[src/rtl/swallow_div.sv]
module swallow_div #(
  parameter int NW     = 11,
  parameter int AW     = 7,
  parameter int RW     = 14,
  parameter int DW     = 18,
  parameter int NMIN   = 3,
  parameter int PSMALL = 64,
  parameter int PLARGE = 128
) (
  input  logic          clk,
  input  logic          rst_n,
  input  logic          wr_en,
  input  logic          wr_sel,
  input  logic [DW-1:0] wr_data,
  input  logic          vco_tick,
  input  logic          ref_tick,
  output logic          mod_ctl,
  output logic          fb_pulse,
  output logic          ref_pulse,
  output logic          cfg_err
);
  localparam int PCW = $clog2(PLARGE + 1);
  localparam logic [PCW-1:0] LAST_S = PCW'(PSMALL - 1);
  localparam logic [PCW-1:0] LAST_L = PCW'(PLARGE - 1);
  localparam logic [NW-1:0]  N_DEF  = NW'(NMIN);
  localparam logic [RW-1:0]  R_DEF  = RW'(NMIN);

  logic [NW-1:0]  n_lat, n_cnt;
  logic [AW-1:0]  a_lat, a_cnt;
  logic [RW-1:0]  r_lat, r_cnt;
  logic           p64_lat, p64_act;
  logic [PCW-1:0] pc;

  wire [NW-1:0] n_in   = wr_data[NW-1:0];
  wire [AW-1:0] a_in   = wr_data[NW+AW-1:NW];
  wire [RW-1:0] r_in   = wr_data[RW-1:0];
  wire          p64_in = wr_data[RW];
  wire          n_bad  = n_in < N_DEF;
  wire          r_bad  = r_in < R_DEF;

  assign mod_ctl = (a_cnt != '0);

  wire [PCW-1:0] pc_last = (p64_act ? LAST_S : LAST_L) + PCW'(mod_ctl);
  wire pre_end = vco_tick && (pc == pc_last);
  wire out_end = pre_end && (n_cnt == NW'(1));
  wire ref_end = ref_tick && (r_cnt == RW'(1));

  always_ff @(posedge clk) begin
    if (!rst_n) begin
      n_lat   <= N_DEF;
      a_lat   <= '0;
      r_lat   <= R_DEF;
      p64_lat <= 1'b0;
      cfg_err <= 1'b0;
    end else if (wr_en) begin
      if (wr_sel) begin
        r_lat   <= r_bad ? R_DEF : r_in;
        p64_lat <= p64_in;
        cfg_err <= r_bad;
      end else begin
        n_lat   <= n_bad ? N_DEF : n_in;
        a_lat   <= a_in;
        cfg_err <= n_bad;
      end
    end
  end

  always_ff @(posedge clk) begin
    if (!rst_n) begin
      pc       <= '0;
      n_cnt    <= N_DEF;
      a_cnt    <= '0;
      p64_act  <= 1'b0;
      fb_pulse <= 1'b0;
    end else begin
      fb_pulse <= out_end;
      if (vco_tick) pc <= pre_end ? '0 : pc + PCW'(1);
      if (out_end) begin
        n_cnt   <= n_lat;
        a_cnt   <= a_lat;
        p64_act <= p64_lat;
      end else if (pre_end) begin
        n_cnt <= n_cnt - NW'(1);
        if (mod_ctl) a_cnt <= a_cnt - AW'(1);
      end
    end
  end

  always_ff @(posedge clk) begin
    if (!rst_n) begin
      r_cnt     <= R_DEF;
      ref_pulse <= 1'b0;
    end else begin
      ref_pulse <= ref_end;
      if (ref_end) r_cnt <= r_lat;
      else if (ref_tick) r_cnt <= r_cnt - RW'(1);
    end
  end
endmodule


[config.mk]
export PLATFORM = sky130hd
export DESIGN_NAME = swallow_div
export DESIGN_NICKNAME = d
export VERILOG_FILES = /design/src/rtl/swallow_div.sv
export SDC_FILE = /design/constraint.sdc
export NUM_CORES = 1
export LEC_CHECK = 0
export BUFFER_PORTS_ARGS = -buffer_cell sky130_fd_sc_hd__buf_4
export CAP_MARGIN = 25
export CORE_MARGIN = 2
export CORE_UTILIZATION = 30
export DETAILED_ROUTE_END_ITERATION = 16
export GPL_ROUTABILITY_DRIVEN = 0
export PLACE_DENSITY = 0.5
export SLEW_MARGIN = 20
export SYNTH_ARGS = -nofsm -noshare
export SYNTH_HDL_FRONTEND = slang
export SYNTH_SLANG_ARGS = --single-unit
[constraint.sdc]
create_clock -name clk -period 3.7 [get_ports clk]
set_input_delay 0.555 -clock clk [delete_from_list [all_inputs] [get_ports clk]]
set_output_delay 0.555 -clock clk [all_outputs]
set_load 0.01 [all_outputs]
# Word-level counts from Yosys, hierarchy flattened
# Index checks and enable logic that the tools add are counted.
# Widths: inputs -> output; s select.
word_totals:
  regBits: 77
  input_bits: 24
  out_inout_bits: 4
  word_cells: 45
classes:
  add_sub_neg: 5
  n_lt_le_gt_ge: 2
  eq_ne: 3
  muxes: 12
  bitwise_logic: 1
  n_reduce_logical: 10
op_table:
  columns: ["cell", "n"]
  rows:
  - ["$mux 14", 3]
  - ["$mux 11", 3]
  - ["$mux 7", 4]
  - ["$eq 14x1->1 const B", 1]
  - ["$lt 14x2->1 const B", 1]
  - ["$sub 14x1->14 const B", 1]
  - ["$eq 11x1->1 const B", 1]
  - ["$lt 11x2->1 const B", 1]
  - ["$sub 11x1->11 const B", 1]
  - ["$add 7x1->8", 1]
  - ["$add 8x1->8 const B", 1]
  - ["$eq 8x8->1", 1]
  - ["$mux 8", 1]
  - ["$reduce_bool 7->1", 1]
  - ["$sub 7x1->7 const B", 1]
  - ["$reduce_and 2->1", 3]
  - ["$reduce_bool 2->1", 3]
  - ["$logic_and 1x1->1", 3]
  - ["$mux 1", 1]
  - ["$not 1->1", 1]

# Logic depth before layout (Yosys ltp)
logic_depth:
  ltp_word: 7
  depth_mapped: 12
  ltp_nobuf: 11

# Least setup slack after synthesis
# No wires, ideal clock.
synth_path:
  kind: "reg-to-reg"
  start: "register a_cnt[2]"
  end: "register a_cnt[3]"
  setup_time_ps: 124
  t_arrival_ps: 2560
  t_required_ps: 3576
  path_slack_ps: 1016
  path_stages_with_launch: 11
  n_path_buf: 1
  period_less_slack_ps: 2684
  path_cell_list: "dfxtp_1 > or4_4 > nor3_4 > inv_1 > ha_1 > xnor2_1 > nand3_1 > clkbuf_1 > nor4_1 > xnor2_1 > a21oi_1"
synth_between:
  elab_chain_len: 7
  word_cells_on_any_way: 12
  classes_between: "add/sub: 2; eq/ne: 1; mux: 3; reduce/logical: 6"
synth_lines:
  columns: ["item", "line_no", "text"]
  rows:
  - ["start, declared", "29", "logic [AW-1:0] a_lat, a_cnt;"]
  - ["start signal, assigned", "80", "a_cnt <= a_lat;"]
  - ["start signal, assigned", "84", "if (mod_ctl) a_cnt <= a_cnt - AW'(1);"]
  - ["$reduce_bool 7->1 *", "41", "assign mod_ctl = (a_cnt != '0);"]
  - ["via mod_ctl", "17", "output logic mod_ctl,"]
  - ["$add 7x1->8", "43", "wire [PCW-1:0] pc_last = (p64_act ? LAST_S : LAST_L) + PCW'(mod_ctl);"]
  - ["$eq 8x8->1", "44", "wire pre_end = vco_tick && (pc == pc_last);"]
  - ["$logic_and 1x1->1", "44", null]
  - ["$logic_and 1x1->1", "45", "wire out_end = pre_end && (n_cnt == NW'(1));"]
  - ["$reduce_bool 2->1 (no source line)", null, null]
  - ["$reduce_and 2->1 (no source line)", null, null]
# The timed path passes the listed nets; every way through them passes the cells marked *. The select of a mux whose other input is x is not followed.
# A chain may end at the register's enable or synchronous reset.

# Final worst setup path
layout_path:
  start: "register a_cnt[2]"
  end: "register a_cnt[1]"
layout_between:
  elab_chain_len: 7
  word_cells_on_any_way: 9
  classes_between: "add/sub: 1; eq/ne: 1; mux: 1; reduce/logical: 6"
layout_lines:
  columns: ["item", "line_no"]
  rows:
  - ["$reduce_bool 7->1 *", "41"]
  - ["$add 7x1->8", "43"]
  - ["$eq 8x8->1", "44"]
  - ["$logic_and 1x1->1", "44"]
  - ["$logic_and 1x1->1", "45"]
  - ["$reduce_bool 2->1 (no source line)", null]
  - ["$reduce_and 2->1 (no source line)", null]
# Every way passes the cells marked *; elsewhere a longest branch is shown, timed or not.

==> results.md <==
- CP max stage cell: or4_4
- Syn_nets: 503
- Dpl cells: 647
- Seq/Total Area, Yosys: 40.53%
- Outcome: complete, no violations
- Core Area: 12520 um2
- Power Total: 1.967 mW
- Fin crit period: 3.235 ns
- Top_reg_cell synth: dfxtp_1
- PortBufs: 27
- Post-Route WL: 10030 um
- RSZ-0062 raised after global routing: no
- Initial antenna violation count: 0
- Avg Inst Size Synth: 8.059 um2
- Register bit total from synthesis: 77
- R2r startpoint: a_cnt[2]
- Worst path arrival time: 3.48 ns
- Cells after synthesis: 472
- Largest net degree at the start of global routing: 47
- Hold crit path type: register to register
- Gr ovfl total: 0
- Worst path required time: 3.95 ns
- First-pass GRT wire length: 16660 um
- Setup crit start kind: register
- Area grow syn2layout: 16.64%
- Most common cell after layout, fill and taps aside: nand2_1
- Crit-path max FO: 11
- First-iteration detailed-routing DRC count: 193
- Ant. Diodes: 0
- CP bufs+invs: 1
- Cts repair resizes: 0
- CTS tree: yes
- Full die area: 13600 um2
- Via density: 5.133
- Vias post-DR: 3403
- Drt first pass iters: 5
- Initial Utilization: 30.39%
- Clock latency on the worst-skew pair: 0.34 ns
- Root Buffer: clkbuf_16
- Final-report setup violation count: 0
- Worst-margin pin slew: 0.8704 ns
- Critical Path, Cell by Cell: or4_4 > nor3_4 > inv_1 > ha_1 > xnor2_1 > nand3_1 > nor3_1 > mux2_2 > o32ai_1
- Hold violation count in the final report: 0
- Crit path from: a_cnt[2]
- Num rows: 41
- WL/cell: 15.13 um
- Die width: 116.6 um
- Worst setup margin: 0.4654 ns
- Peak VDD IR: 0.2096 mV
- Post-DP HPWL: 6974 um
- Crit end category: register
- P_leak: 1.672 nW
- Kind of critical path: register to register
- Slew HR: 41.48%
- Sink Count: 77
- Fin. max-slew vios: 0
- Ports: 28
- Synth Warn #: 0
- Min-delay src: r_lat[7]
- Setup Skew: 0.004649 ns
- Largest area contributor in the netlist: dfxtp_1
- Most frequent cells in the layout: nand2_1, dfxtp_1, a21oi_1, buf_4, nor2_1
- Share of post-route cells with drive strength above 1: 13.24%
- Post CTS Setup Buffer Count: 0
- CTS Buffer Depth: 2
- Max Fclk: 309.2 MHz
- GRT Resource Usage Total: 15.74%
- Hold_buf cts: 0
- Vias in the first global route: 3265
- Part of the cycle the worst path needs: 87.42%
- Max cap viols: 0
- Largest cells by area after synthesis: dfxtp_1, nand2_1, a21oi_1
- Synthesized area: 3804 um2
- Ys async rst share: 0%
- Peak per-stage delay on the critical path: 0.53 ns
- Worst-path clk slew: 0.06 ns
- Final Non-Filler Cells: 663
- Die Y: 116.6 um
- ANT nets after route: 0
- Post-synth EDFFs: 0
- Hold WS: 0.4546 ns
- CP top delay family: simple AND/OR/NAND/NOR gates
- Top-area cell type share of the netlist area: 40.53%
- Pwr/cell area: 443.4 nW/um2
- Nets: 517
- DRC viols: 0
- Yosys cell types: 64
- Total CTS buffers: 9
- Setup TNS: 0 ns
- Post-Place Setup Slack: 0.4592 ns
- H-Tree Depth: 3
[routing by layer]
metal / GRT usage, % / wire, um
met4: 7.137 / 203
met5: 0 / 0
met2: 22.40 / 4307
met1: 22.86 / 5074
met3: 3.114 / 448
[cell usage after synthesis (6+ instances only)]
cell / count
nand2_1: 89
dfxtp_1: 77
a21oi_1: 49
nor2_1: 28
inv_1: 18
nor3_1: 17
o21ai_0: 17
clkbuf_1: 15
nand3_1: 15
nand4_1: 10
a211oi_1: 7
ha_1: 7
mux2i_1: 7
nor4_1: 7
o31ai_1: 7
xnor2_1: 7
a31oi_1: 6
buf_2: 6
[final cells by class]
type | instances | area (um2)
clock buffers | 13 | 270.3
clock inverters | 3 | 42.54
fillers | 1357 | 8080
inverters | 20 | 75.07
multi-input cells | 348 | 2067
flip-flops and latches | 77 | 1541
well taps | 172 | 215.2
repair buffers | 30 | 225.2
[registers in the layout (all words and copies together) (netlist names)]
| register | count |
|---|---|
| r_cnt | 14 |
| r_lat | 14 |
| a_lat | 7 |
| fb_pulse | 1 |
| p64_lat | 1 |
| cfg_err | 1 |
| a_cnt | 7 |
| pc | 8 |
| p64_act | 1 |
| n_lat | 11 |
| n_cnt | 11 |
| ref_pulse | 1 |
[cells by family after synthesis]
logic type                 share of synthesized area (%)
AOI/OAI and AO/OA                                  20.63
muxes                                              3.125
and+or+nand+nor                                    25.76
adders and majority gates                          2.303
xor gates and xnor gates                           2.533
buffers and inverters                              5.131
DFF                                                40.53
[where the power goes]
group          leakage, nW  total [mW]  internal, mW  switching (mW)
sequential           0.626       0.882         0.857          0.0245
clock                0.152       0.927         0.577           0.350
combinational        0.894       0.159        0.0625          0.0964
total                 1.67        1.97          1.50           0.471
[per-stage QoR]
step | area [um2] | utilization [%]
after floorplan | 3804 | -
after global placement | 4124 | 32.95
after detailed placement | 4124 | 32.95
after CTS | 4437 | 35.45
after global routing | 4437 | 35.45
final | 4437 | 35.45
[worst reg2reg max path: cells and delay by family (launching register included)]
family	cells	cell delay, ns
adder cells (fa/ha/maj)	1	0.31
AO/OA/AOI/OAI	1	0.11
XOR/XNOR	1	0.17
multiplexers	1	0.39
buffers and inverters	1	0.13
flip-flops	1	0.35
AND/OR/NAND/NOR	4	1.68
[worst paths after layout]
kind	slack (ns)	to	cells past startpoint
setup reg to reg	0.47	a_cnt[1]	9
setup / recovery	0.47	a_cnt[1]	9
hold / removal	0.45	r_lat[7]	2
hold reg to reg	0.45	r_lat[7]	2
(Power assumes the default switching activity.)
